<file path="src/rtl/bga_pkg.sv">
package bga_pkg;

  typedef enum logic {
    CTL_HOLD  = 1'b0,
    CTL_ARMED = 1'b1
  } ctl_state_e;

  typedef enum logic [1:0] {
    ARB_IDLE = 2'd0,
    ARB_GNT0 = 2'd1,
    ARB_GNT1 = 2'd2
  } arb_state_e;

  localparam int unsigned NUM_REQ = 2;

endpackage

</file>
<file path="src/rtl/bga_rst_sync.sv">
module bga_rst_sync #(
  parameter int unsigned STAGES = 2
) (
  input  logic clk,
  input  logic rst_n_async,
  output logic rst_n_sync
);

  localparam int unsigned LAST = STAGES - 1;

  logic [STAGES-1:0] chain_q;

  generate
    if (STAGES == 1) begin : g_single
      always_ff @(posedge clk or negedge rst_n_async) begin
        if (!rst_n_async) chain_q <= 1'b0;
        else              chain_q <= 1'b1;
      end
    end else begin : g_multi
      always_ff @(posedge clk or negedge rst_n_async) begin
        if (!rst_n_async) chain_q <= '0;
        else              chain_q <= {chain_q[STAGES-2:0], 1'b1};
      end
    end
  endgenerate

  assign rst_n_sync = chain_q[LAST];

endmodule

</file>
<file path="src/rtl/bga_valid_ctl.sv">
module bga_valid_ctl
  import bga_pkg::*;
(
  input  logic clk,
  input  logic rst_n,
  input  logic req0,
  input  logic req1,
  input  logic lock,
  input  logic bus_free,
  input  logic busy,
  output logic valid
);

  ctl_state_e state_q, state_d;
  logic       slot_open;
  logic       want_arm;
  logic       upd_en;

  // Arming needs an open slot; requester 1 is additionally blocked by lock.
  always_comb begin
    slot_open = bus_free & ~busy;
    want_arm  = slot_open & (req0 | (req1 & ~lock));
    state_d   = want_arm ? CTL_ARMED : CTL_HOLD;
    upd_en    = (state_d != state_q);
  end

  always_ff @(posedge clk or negedge rst_n) begin
    if (!rst_n)      state_q <= CTL_HOLD;
    else if (upd_en) state_q <= state_d;
  end

  assign valid = (state_q == CTL_ARMED);


  r0_arms_valid_chk: assert property (@(posedge clk) disable iff (!rst_n)
    (req0 && !busy && bus_free) |=> valid);


  r1_arms_valid_chk: assert property (@(posedge clk) disable iff (!rst_n)
    (req1 && !req0 && !lock && !busy && bus_free) |=> valid);


  lock_blocks_valid_chk: assert property (@(posedge clk) disable iff (!rst_n)
    (lock && !req0) |=> !valid);


  busy_drops_valid_chk: assert property (@(posedge clk) disable iff (!rst_n)
    (busy || !bus_free || (!req0 && !req1)) |=> !valid);

endmodule

</file>
<file path="src/rtl/bga_arbiter.sv">
module bga_arbiter
  import bga_pkg::*;
(
  input  logic clk,
  input  logic rst_n,
  input  logic req0,
  input  logic req1,
  input  logic dev_rdy,
  input  logic valid,
  output logic grant0,
  output logic grant1,
  output logic busy
);

  arb_state_e state_q, state_d;
  logic       go;
  logic       upd_en;

  always_comb begin
    go      = valid & dev_rdy;
    state_d = ARB_IDLE;
    unique case (state_q)
      ARB_IDLE: begin
        if (go && req0)      state_d = ARB_GNT0;
        else if (go && req1) state_d = ARB_GNT1;
        else                 state_d = ARB_IDLE;
      end
      // a grant cycle is always followed by an idle cycle
      ARB_GNT0, ARB_GNT1: state_d = ARB_IDLE;
      default:            state_d = ARB_IDLE;
    endcase
    upd_en = (state_d != state_q);
  end

  always_ff @(posedge clk or negedge rst_n) begin
    if (!rst_n)      state_q <= ARB_IDLE;
    else if (upd_en) state_q <= state_d;
  end

  assign grant0 = (state_q == ARB_GNT0);
  assign grant1 = (state_q == ARB_GNT1);
  assign busy   = (state_q != ARB_IDLE);


  grant0_follows_chk: assert property (@(posedge clk) disable iff (!rst_n)
    (req0 && valid && dev_rdy && !busy) |=> grant0);


  grant1_follows_chk: assert property (@(posedge clk) disable iff (!rst_n)
    (req1 && valid && dev_rdy && !busy) |=> grant1);


  grant0_cause_chk: assert property (@(posedge clk) disable iff (!rst_n)
    grant0 |-> $past(req0 && valid && dev_rdy));


  grant1_cause_chk: assert property (@(posedge clk) disable iff (!rst_n)
    grant1 |-> $past(req1 && valid && dev_rdy));


  busy_is_grant_chk: assert property (@(posedge clk) disable iff (!rst_n)
    busy == (grant0 || grant1));


  grant_mutex_chk: assert property (@(posedge clk) disable iff (!rst_n)
    $onehot0({grant0, grant1}));


  busy_single_chk: assert property (@(posedge clk) disable iff (!rst_n)
    busy |=> !busy);

endmodule

</file>
<file path="src/rtl/bus_grant_pair.sv">
module bus_grant_pair
  import bga_pkg::*;
#(
  parameter int unsigned RST_STAGES = 2
) (
  input  logic clk,
  input  logic rst_n,
  input  logic req0,
  input  logic req1,
  input  logic lock,
  input  logic dev_rdy,
  input  logic bus_free,
  output logic grant0,
  output logic grant1,
  output logic busy,
  output logic valid
);

  logic rst_n_int;
  logic busy_w;
  logic valid_w;

  bga_rst_sync #(.STAGES(RST_STAGES)) u_rst (
    .clk         (clk),
    .rst_n_async (rst_n),
    .rst_n_sync  (rst_n_int)
  );

  bga_valid_ctl u_ctl (
    .clk      (clk),
    .rst_n    (rst_n_int),
    .req0     (req0),
    .req1     (req1),
    .lock     (lock),
    .bus_free (bus_free),
    .busy     (busy_w),
    .valid    (valid_w)
  );

  bga_arbiter u_arb (
    .clk     (clk),
    .rst_n   (rst_n_int),
    .req0    (req0),
    .req1    (req1),
    .dev_rdy (dev_rdy),
    .valid   (valid_w),
    .grant0  (grant0),
    .grant1  (grant1),
    .busy    (busy_w)
  );

  assign busy  = busy_w;
  assign valid = valid_w;


  reset_quiet_chk: assert property (@(posedge clk)
    !rst_n_int |-> (!valid && !grant0 && !grant1 && !busy));

endmodule

</file>
<file path="config.mk">
export PLATFORM = sky130hd
export DESIGN_NAME = bus_grant_pair
export DESIGN_NICKNAME = d
export VERILOG_FILES = /design/src/rtl/bga_pkg.sv /design/src/rtl/bga_rst_sync.sv /design/src/rtl/bga_valid_ctl.sv /design/src/rtl/bga_arbiter.sv /design/src/rtl/bus_grant_pair.sv
export SDC_FILE = /design/constraint.sdc
export NUM_CORES = 1
export LEC_CHECK = 0
export BUFFER_PORTS_ARGS = -buffer_cell sky130_fd_sc_hd__buf_4
export CAP_MARGIN = 20
export CORE_AREA = 2 2 39 41
export CTS_CLUSTER_DIAMETER = 40
export CTS_CLUSTER_SIZE = 28
export DETAILED_ROUTE_END_ITERATION = 8
export DIE_AREA = 0 0 41 43
export PLACE_DENSITY = 0.34
export SYNTH_ARGS = -nofsm -noshare
export SYNTH_HDL_FRONTEND = slang
export SYNTH_SLANG_ARGS = --single-unit
</file>
<file path="constraint.sdc">
create_clock -name clk -period 0.8 [get_ports clk]
set_input_delay 0.08 -clock clk [delete_from_list [all_inputs] [get_ports clk]]
set_output_delay 0.08 -clock clk [all_outputs]
set_load 0.02 [all_outputs]
</file>
==> qor.txt <==
Max Cap Violations = 0
Area Growth Syn to Fin = 77.4%
Number of DRC markers in iteration 0 = 0
Largest net degree at the start of global routing = 4
Syn_area_per_cell = 12.9 um^2
Count of different cell masters after synthesis = 8
Setup repair after global routing missed its margin = true
Worst VDD drop = 694 uV
# H-tree levels = 1
Root Driver = clkbuf_4
Clk_lat worst skew = 240 ps
Post-Syn Nets = 22
Layout Skew = 3.75 ps
Cell Rows = 14
TritonCTS clock tree = done
Final Instance Area = 344 um^2
Critical path required time = 720 ps
Clock period minus worst slack = 1040 ps
GRT Total Usage = 6.27%
TritonCTS Buffers = 3
Flops & latches, synth = 5
CP max FO = 3
Pre-antenna DRT Iters = 1
Core Region = 1380 um^2
Gpl congestion = 0.605
CP endpoint kind = primary output
Final Cycle Share = 130%
Die area = 1760 um^2
Die Y = 43 um
Initial antenna violation count = 0
PD cells = 1850 nW/um^2
Critical path class = reg2out
Reg2reg path depth = 3
Placed inst area = 289 um^2
Clock Pin Slew Worst Setup and Hold Paths = 40 ps
Startpoint types = flip-flop
Mapped Area = 194 um^2
Worst min path class = reg2async
Max Slew Vio Count = 0
Vias in the first global route = 185
First-pass GRT wire length = 669 um
Seq/Total Area, Yosys = 64.5%
Maximum clock path buffer count = 2
Starting Density = 14.0%
Pleak = 0.184 nW
Failing checks = setup timing
Arrival @ worst endpoint = 960 ps
Worst hold margin = 36.1 ps
WL/cell = 7.70 um
Routed Antenna Nets = 0
Fmax = 961 MHz
Via-to-Cell Ratio = 3.45
Outcome = complete, but fails checks
Antenna Cells = 0
Num ports = 11
Post-placement setup slack = -31.9 ps
Setup TNS = -846 ps
Total number of yosys warnings = 0
Die width = 41 um
I/O Buffers = 10
Final setup viols = 7
Post-layout util = 24.9%
Post-Synthesis Cells = 15
Nets@finish = 39
Worst setup margin = -240 ps
Clock sinks = 5
Final Hold Violating Endpoints = 0
Share of cells above drive strength 1 = 51.6%
Post-route DRC violation count = 0
Final WL = 362 um
Routed via count = 162
Total grt overflow = 0
critical path, stage by stage, from the launching register on:
cell     delay, ps
dfrtp_1        390
and2b_2        210
buf_6          120
through the flow:
step / cells / power, mW
2_1_floorplan: 15 / 0.302
3_3_place_gp: 41 / 0.344
3_5_place_dp: 41 / 0.346
4_1_cts: 47 / 0.656
5_1_grt: 47 / 0.680
6_report: 47 / 0.637
synthesized netlist by cell type:
| cell | count | share of area [%] |
|---|---|---|
| nor2b_1 | 3 | 9.7 |
| o211a_1 | 1 | 5.2 |
| and2b_2 | 1 | 4.5 |
| inv_1 | 1 | 1.9 |
| conb_1 | 1 | 1.9 |
| nor2_2 | 1 | 3.2 |
| and4_1 | 2 | 9.0 |
| dfrtp_1 | 5 | 65 |
placed cells by master (no fill, tap or decap):
master and n:
buf_4 8, dfrtp_1 5, nor2b_1 3, clkbuf_4 3, buf_6 3, and4_1 2
nor2_2 1, inv_1 1, and2b_2 1, o211a_1 1, clkbuf_1 1, dlygate4sd3_1 1
conb_1 1
sequential cells by signal, summed over array words and instances, names as in the netlist:
register       cells
u_ctl.valid        1
u_arb.state_q      2
u_rst.chain_q      2
per-layer routing:
metal  part of all wire [%]  track usage, %
met1                     39            5.92
met2                     50            7.81
met3                     10            3.66
met4                      0            8.00
met5                      0               0
report_power, final:
group	leakage, nW	switching [mW]	total (mW)	internal (mW)
Sequential	0.0636	0.00871	0.274	0.266
Combinational	0.105	0.0304	0.0802	0.0498
Clock	0.0150	0.0944	0.282	0.188
worst paths after layout:
path	start	to	slack, ps
max	u_arb.state_q[1]	grant1	-240
min	u_rst.chain_q[1]	u_ctl.valid	40
max reg2reg	u_arb.state_q[1]	u_arb.state_q[1]	-70
min reg2reg	u_rst.chain_q[1]	u_ctl.valid	40
max in group asynchronous	rst_n	u_rst.chain_q[1]	550
min in group clk	bus_free	u_ctl.valid	80
what timing repair did:
| item | 4_1_cts | 5_1_grt |
|---|---|---|
| hold buffers | 1 | 0 |
| setup buffers | 3 | 1 |
| hold endpoints to repair | 2 | 0 |
| setup endpoints to repair | 6 | 7 |
| gates resized for setup | 3 | 0 |
| pin swaps | 4 | 0 |
cells by family after synthesis:
kind of cell / Yosys count / synth area share [%]
AND/OR/NAND/NOR: 7 / 26.5
flip-flops: 5 / 64.5
AO/OA/AOI/OAI: 1 / 5.16
buffers and inverters: 1 / 1.93
other: 1 / 1.93
area by class of cell:
class,instances,area [um^2]
fillers,145,1040
flip-flops and latches,5,125
repair buffers,12,104
multi-input cells,9,65.1
clock buffers,4,26.3
well taps,16,20.0
inverters,1,3.75
Power figures use the tool's default switching activity.
